$ cat src/rtl/sr_seq_pkg.sv
package sr_seq_pkg;

   typedef enum logic [2:0] {
      ST_IDLE  = 3'd0,
      ST_ENTER = 3'd1,
      ST_SREF  = 3'd2,
      ST_EXIT  = 3'd3,
      ST_READY = 3'd4
   } sr_state_t;

   typedef struct packed {
      logic cs_n;
      logic ras_n;
      logic cas_n;
      logic we_n;
   } sr_cmd_t;

   localparam sr_cmd_t CMD_NOP   = '{cs_n: 1'b0, ras_n: 1'b1, cas_n: 1'b1, we_n: 1'b1};
   localparam sr_cmd_t CMD_DESEL = '{cs_n: 1'b1, ras_n: 1'b1, cas_n: 1'b1, we_n: 1'b1};
   localparam sr_cmd_t CMD_SRE   = '{cs_n: 1'b0, ras_n: 1'b0, cas_n: 1'b0, we_n: 1'b1};

   function automatic int max3(input int a, input int b, input int c);
      int m;
      m = a;
      if (b > m) m = b;
      if (c > m) m = c;
      return m;
   endfunction

endpackage

$ cat src/rtl/sr_seq_dcnt.sv
module sr_seq_dcnt #(
   parameter int W = 4
) (
   input  logic         clk,
   input  logic         rst_n,
   input  logic         load,
   input  logic [W-1:0] load_val,
   output logic         done
);
   logic [W-1:0] cnt_q;

   always_ff @(posedge clk) begin
      if (!rst_n)            cnt_q <= '0;
      else if (load)         cnt_q <= load_val;
      else if (cnt_q != '0)  cnt_q <= cnt_q - 1'b1;
   end

   assign done = (cnt_q == '0);
endmodule

$ cat src/rtl/sr_seq_cmd.sv
module sr_seq_cmd
   import sr_seq_pkg::*;
#(
   parameter bit PARK_DESEL = 1'b1
) (
   input  sr_state_t st,
   output sr_cmd_t   cmd,
   output logic      cke
);
   sr_cmd_t park_cmd;

   generate
      if (PARK_DESEL) begin : g_park_desel
         assign park_cmd = CMD_DESEL;
      end else begin : g_park_nop
         assign park_cmd = CMD_NOP;
      end
   endgenerate

   always_comb begin
      cmd = CMD_NOP;
      cke = 1'b1;
      unique case (st)
         ST_ENTER: begin cmd = CMD_SRE;  cke = 1'b0; end
         ST_SREF:  begin cmd = park_cmd; cke = 1'b0; end
         default:  begin cmd = CMD_NOP;  cke = 1'b1; end
      endcase
   end
endmodule

$ cat src/rtl/sr_seq_ctrl.sv
module sr_seq_ctrl
   import sr_seq_pkg::*;
#(
   parameter int T_SRX      = 2,
   parameter int T_RC       = 7,
   parameter int MIN_RES    = 4,
   parameter bit PARK_DESEL = 1'b1
) (
   input  logic clk,
   input  logic rst_n,
   input  logic sleep_req,
   input  logic banks_idle,
   input  logic wake_req,
   output logic ready,
   output logic mem_cke,
   output logic mem_cs_n,
   output logic mem_ras_n,
   output logic mem_cas_n,
   output logic mem_we_n
);
   localparam int CNT_MAX = max3(T_SRX, T_RC + 1, MIN_RES);
   localparam int CW      = $clog2(CNT_MAX + 1);

   generate
      if (T_SRX < 1)   begin : g_bad_srx $error("T_SRX must be at least 1");   end
      if (T_RC < 0)    begin : g_bad_rc  $error("T_RC must not be negative");  end
      if (MIN_RES < 1) begin : g_bad_res $error("MIN_RES must be at least 1"); end
   endgenerate

   sr_state_t st_q, st_d;
   logic      wake_pend;
   logic      res_done, srx_done, rc_done;
   logic      go_enter, go_exit;
   sr_cmd_t   cmd;

   assign go_enter = ((st_q == ST_IDLE) || (st_q == ST_READY)) && sleep_req && banks_idle;
   assign go_exit  = (st_q == ST_SREF) && (wake_req || wake_pend) && res_done;

   always_comb begin
      st_d = st_q;
      unique case (st_q)
         ST_IDLE, ST_READY: if (go_enter) st_d = ST_ENTER;
         ST_ENTER:          st_d = ST_SREF;
         ST_SREF:           if (go_exit) st_d = ST_EXIT;
         ST_EXIT:           if (srx_done && rc_done) st_d = ST_READY;
         default:           st_d = ST_IDLE;
      endcase
   end

   always_ff @(posedge clk) begin
      if (!rst_n) st_q <= ST_IDLE;
      else        st_q <= st_d;
   end

   always_ff @(posedge clk) begin
      if (!rst_n)
         wake_pend <= 1'b0;
      else if (go_exit)
         wake_pend <= 1'b0;
      else if (((st_q == ST_ENTER) || (st_q == ST_SREF)) && wake_req)
         wake_pend <= 1'b1;
   end

   sr_seq_dcnt #(.W(CW)) u_res_cnt (
      .clk(clk), .rst_n(rst_n),
      .load(st_q == ST_ENTER), .load_val(CW'(MIN_RES - 1)),
      .done(res_done)
   );

   sr_seq_dcnt #(.W(CW)) u_srx_cnt (
      .clk(clk), .rst_n(rst_n),
      .load(go_exit), .load_val(CW'(T_SRX - 1)),
      .done(srx_done)
   );

   sr_seq_dcnt #(.W(CW)) u_rc_cnt (
      .clk(clk), .rst_n(rst_n),
      .load(go_exit), .load_val(CW'(T_RC)),
      .done(rc_done)
   );

   sr_seq_cmd #(.PARK_DESEL(PARK_DESEL)) u_cmd (
      .st(st_q), .cmd(cmd), .cke(mem_cke)
   );

   assign mem_cs_n  = cmd.cs_n;
   assign mem_ras_n = cmd.ras_n;
   assign mem_cas_n = cmd.cas_n;
   assign mem_we_n  = cmd.we_n;
   assign ready     = (st_q == ST_IDLE) || (st_q == ST_READY);

   AST_ENTRY_CMD: assert property (@(posedge clk) disable iff (!rst_n)
      $fell(mem_cke) |-> (!mem_cs_n && !mem_ras_n && !mem_cas_n && mem_we_n));
   AST_ENTRY_ONE: assert property (@(posedge clk) disable iff (!rst_n)
      (st_q == ST_ENTER) |=> (st_q == ST_SREF && !mem_cke));
   AST_SLEEP_GATED: assert property (@(posedge clk) disable iff (!rst_n)
      (ready && sleep_req && !banks_idle) |=> (ready && mem_cke));
   AST_CKE_HOLD: assert property (@(posedge clk) disable iff (!rst_n)
      (!mem_cke && !wake_req && !wake_pend) |=> !mem_cke);
   AST_MIN_RES: assert property (@(posedge clk) disable iff (!rst_n)
      $rose(mem_cke) |-> $past(res_done));
   AST_WAKE_PEND: assert property (@(posedge clk) disable iff (!rst_n)
      (st_q == ST_ENTER && wake_req) |=> wake_pend);
   AST_EXIT_NOP: assert property (@(posedge clk) disable iff (!rst_n)
      (mem_cke && !ready) |-> (!mem_cs_n && mem_ras_n && mem_cas_n && mem_we_n));
   AST_EXIT_TIMED: assert property (@(posedge clk) disable iff (!rst_n)
      $rose(ready) |-> $past(srx_done && rc_done));
   AST_READY_CKE: assert property (@(posedge clk) disable iff (!rst_n)
      ready |-> mem_cke);
endmodule

$ cat config.mk
export PLATFORM = sky130hd
export DESIGN_NAME = sr_seq_ctrl
export DESIGN_NICKNAME = d
export VERILOG_FILES = /design/src/rtl/sr_seq_pkg.sv /design/src/rtl/sr_seq_dcnt.sv /design/src/rtl/sr_seq_cmd.sv /design/src/rtl/sr_seq_ctrl.sv
export SDC_FILE = /design/constraint.sdc
export NUM_CORES = 1
export LEC_CHECK = 0
export BUFFER_PORTS_ARGS = -buffer_cell sky130_fd_sc_hd__buf_2
export CAP_MARGIN = 0
export CORE_MARGIN = 4
export CORE_UTILIZATION = 45
export CTS_CLUSTER_SIZE = 16
export DETAILED_ROUTE_END_ITERATION = 16
export HOLD_SLACK_MARGIN = 0.02
export MAX_ROUTING_LAYER = met4
export SLEW_MARGIN = 20
export SYNTH_ARGS = -nofsm -noshare
export SYNTH_HDL_FRONTEND = slang
export SYNTH_SLANG_ARGS = --single-unit
$ cat constraint.sdc
create_clock -name clk -period 1.5 [get_ports clk]
set_input_delay 0.075 -clock clk [delete_from_list [all_inputs] [get_ports clk]]
set_output_delay 0.075 -clock clk [all_outputs]
set_load 0.01 [all_outputs]
# Word level (Yosys, flattened, before mapping)
# Cells that the tools add are included.
totals:
  reg_bits: 16
  latch_bits: 0
  ramBits: 0
  memories: 0
  inputBits: 5
  rom_bits: 0
  word_cells: 55
  out_inout_bits: 6
op_classes:
  bitwise: 1
  reduce_logical: 24
  n_addsub: 3
  mux: 12
  n_shift: 0
  eq_ne: 7
  order_cmp: 0
  n_mul: 0
  div_mod_pow: 0
ops:
  columns: ["operator", "count"]
  rows:
  - ["3-bit 2-to-1 mux", 5]
  - ["4-bit zero test", 3]
  - ["3-bit one-hot mux with 4 select lines", 1]
  - ["4-bit nonzero test", 3]
  - ["4-bit by 1-bit subtractor with 4-bit output (second input constant)", 3]
  - ["4-bit one-hot mux with 2 select lines", 1]
  - ["2-bit OR reduction", 4]
  - ["3-bit by 2-bit equality test with 1-bit output (second input constant)", 2]
  - ["1-bit logical AND", 6]
  - ["2-bit != test (second input constant)", 3]
  - ["2-bit nonzero test", 3]
  - ["2-bit 2-to-1 mux", 2]
  - ["3-bit by 1-bit equality test with 1-bit output (second input constant)", 1]
  - ["3-bit equality test (second input constant)", 1]
  - ["3-bit zero test", 1]
  - ["1-bit logical OR", 3]
  - ["1-bit 2-to-1 mux", 3]
  - ["3-bit AND reduction", 1]
  - ["1-bit NOT", 1]

# Longest topological paths before layout
logic_depth:
  word_depth: 6
  depth_mapped: 6
  mapped_depth_nobuf: 6

# By module
# Synthesis repeated with hierarchy kept, for this count alone.
unflattened:
  hier_cells: 102
  area_unflattened_um2: 965.9
modules_own_cells:
  columns: ["module", "cells_each", "n_inst", "area_per_inst_um2", "seq_area_each_um2"]
  rows:
  - ["sr_seq_dcnt", 23, 3, 230.2, 80.1]
  - ["sr_seq_ctrl", 25, 1, 226.5, 80.1]
  - ["sr_seq_cmd", 8, 1, 48.8, 0.0]

# Least setup slack after synthesis
# No wires, ideal clock.
synth_timing:
  path_type: "register -> register"
  startpoint: "reg u_res_cnt.cnt_q[0]"
  endpoint: "reg u_srx_cnt.cnt_q[2]"
  t_required_ns: 1.369
  setup_ns: 0.131
  stages_incl_launch_ff: 7
  path_buffers: 0
  synth_period_minus_slack_ns: 1.366
  path_slack_ns: 0.134
  t_arrival_ns: 1.235
  cell_sequence: "dfxtp_1 -> inv_1 -> ha_1 -> nor3b_4 -> o211a_4 -> nand2b_4 -> nor3_1"
synth_via:
  elab_chain_len: 3
synth_lines:
  columns: ["element", "line", "text"]
  rows:
  - ["start: declaration", "sr_seq_dcnt.sv:10", "logic [W-1:0] cnt_q;"]
  - ["start signal: assignment", "sr_seq_dcnt.sv:14", "else if (load) cnt_q <= load_val;"]
  - ["start signal: assignment", "sr_seq_dcnt.sv:15", "else if (cnt_q != '0) cnt_q <= cnt_q - 1'b1;"]
  - ["4-bit zero test", "sr_seq_dcnt.sv:18", "assign done = (cnt_q == '0);"]
  - ["1-bit logical AND", "sr_seq_ctrl.sv:37", "assign go_exit = (st_q == ST_SREF) && (wake_req || wake_pend) && res_done;"]
  - ["2-bit OR reduction (no source line)", null, null]
  - ["end signal: assignment", "sr_seq_dcnt.sv:14", null]
  - ["end signal: assignment", "sr_seq_dcnt.sv:15", null]
  - ["end: declaration", "sr_seq_dcnt.sv:10", null]
# Every way passes these cells.
# A chain may end at the register's enable or synchronous reset.

# Worst setup path in the final report
# Same ends and word-level chain as after synthesis.

==> reports/metrics.yaml <==
status: "complete, no violations"
finalMaxSlewViolations: 0
path_buf_inv: 1
vias: 629
yosysSeqAreaShare_pct: 37.5
ys_warn_count: 0
gp_congestion: 0.737
cts_tree: "yes"
synth-seq-cells: 16
yosys.area.top_type: "dfxtp_1"
clkSlewWorstSetupHoldPaths_ps: 90
worstPathArrival_ps: 1570
die_x_um: 51.6
netlist_area_um2: 855
grt.met1_usage_pct: 16.6
detail_route.wirelength_um: 1420
cpMaxStageDelayCell: "dfxtp_1"
multi_input_area_um2: 487
setup_violations: 0
drc: 0
antenna_found_initial: 0
fill_cells: 203
htreeDepth: 1
synth_top_area_share_pct: 37.5
seq_area_um2: 322
p_per_area_nw_per_um2: 2100
critPathTopFamily: "simple AND/OR/NAND/NOR gates"
die_y_um: 51.6
postSynthAreaPerCell_um2: 9.29
insertion_delay_ps: 280
busiest_layer: "met2"
worstPathCellList: "inv_1 > ha_1 > nor3b_4 > o211a_4 > nand2b_4 > nor3_1"
max_cap_violations: 0
vias_per_cell: 4.84
ctsRootBufferMaster: "clkbuf_4"
grt_overflow_total: 0
rsz0062_at_grt: "no"
die-area_um2: 2660
synth_cell_types: 27
num_antenna_cells: 0
async_flop_share_pct: 0
crit_path_start_kind: "flip-flop"
synth_area_leaders: "dfxtp_1, ha_1, xnor2_1, nor3b_4, o21a_1"
grt_util_all_layers_pct: 13.6
first_pass_iters: 3
met2_usage_pct: 19.9
wire_per_inst_um: 10.9
io_pins: 11
grt_pass1_wl_um: 2620
finalHoldViolCount: 0
fin_crit_ps: 1390
skew_ps: 6.17
area_growth_pct: 13.6
cp_data_required_time_ps: 1680
synth_edf_count: 0
slowest_delay_ps: 310
port_buffers: 9
cts_inserted_buffers: 3
cts_setup_buffers: 0
synth_flop_cell: "dfxtp_1"
fin_tns_setup_ps: 0
synth_common_cells: "dfxtp_1, inv_1, nor2_1"
drt_iter0_drc: 7
start_util_pct: 48.4
grt_max_degree: 12
vdd_ir_drop_max_mv: 1.02
grt_util_met3_pct: 5.44
crit_fanout: 5
power_leakage_nw: 0.405
clock_path_buffers: 2
yosysMostFrequentCell: "dfxtp_1"
drive_gt1_share_pct: 24.8
placed_cells: 127
instances_no_fill: 130
clkSinkCount: 16
fin_crit_sh_pct: 92.4
syn_inst: 92
first_global_vias: 622
synth_nets: 103
path_class: "flip-flop to flip-flop"
dpl.hpwl_um: 1110
drtAntennaViolNets: 0
finalCoreUtilization_pct: 55.0
fp-row-count: 15
core_area_um2: 1760
nets: 118
max_freq_ghz: 0.721
min_path_type: "input pin to flip-flop"
cp-end-kind: "flip-flop"
==> power by group <==
part / total (mW) / switching (mW) / internal (mW)
combinational: 1.10 / 0.504 / 0.597
clock: 0.222 / 0.128 / 0.0932
sequential: 0.717 / 0.136 / 0.581
==> sequential cells by signal (all words and copies together), names as in the netlist <==
name             count
st_q                 3
u_rc_cnt.cnt_q       4
u_srx_cnt.cnt_q      4
wake_pend            1
u_res_cnt.cnt_q      4
==> layer usage <==
layer	part of all wire, %	routed length, um	vias up
met5	0	0	-
li1	-	-	340
met2	45	637	11
met1	48	677	276
met3	5.9	84	2
met4	1.3	18	0
==> cell type report <==
class                   count  share of cell area (%)
flip-flops and latches     16                    33.1
inverters                   9                    3.48
multi-input cells          64                    50.1
well taps                  25                    3.22
clock buffers               3                    2.32
repair buffers             13                    7.73
==> what timing repair did <==
action	CTS	global route
resized for setup	0	2
hold buffers	0	0
setup endpoints to repair	0	3
==> worst paths after layout <==
path                            slack, ps                from                 end  cells past startpoint
worst min-delay path                   90            wake_req           wake_pend                      3
worst max register to register        110  u_res_cnt.cnt_q[0]  u_srx_cnt.cnt_q[2]                      6
worst max-delay path                  110  u_res_cnt.cnt_q[0]  u_srx_cnt.cnt_q[2]                      6
worst min register to register        500           wake_pend           wake_pend                      2
==> cell families after synthesis <==
family / count (synthesis) / synth area share, %
simple gates: 31 / 23.7
compound gates: 18 / 14.9
flops: 16 / 37.5
buf+inv: 12 / 6.15
fa+ha+maj: 6 / 8.78
xor+xnor: 6 / 6.15
mux: 2 / 2.34
other cells: 1 / 0.439
==> worst min-delay path: cells and delay by family <==
family	cells	cell delay [ps]
compound gates	2	140
buf+inv	1	120
==> placed cells by master (no fill, tap or decap), drive strengths merged, types with 3 or more instances in the layout <==
cell type / synthesis / layout
a21oi: 6 / 6
nor3: 5 / 5
inv: 9 / 9
o21ai: 3 / 3
dfxtp: 16 / 16
clkbuf: 1 / 3
or3: 3 / 3
nor3b: 6 / 6
xnor2: 6 / 6
o21a: 5 / 5
ha: 6 / 6
nand2: 5 / 5
buf: 2 / 13
nor2: 8 / 8
==> through the flow <==
stage | hold slack [ps] | area, um2 | setup slack, ps | power (mW)
floorplan | 222 | 855 | 134 | 1.56
global placement | 391 | 942 | 119 | 1.82
detailed placement | 389 | 942 | 127 | 1.83
CTS | 72.7 | 965 | 56.3 | 2.07
global route | 90.7 | 971 | 20.2 | 2.27
finish | 86.1 | 971 | 114 | 2.04
No activity file was read; power rests on OpenSTA's default activity.
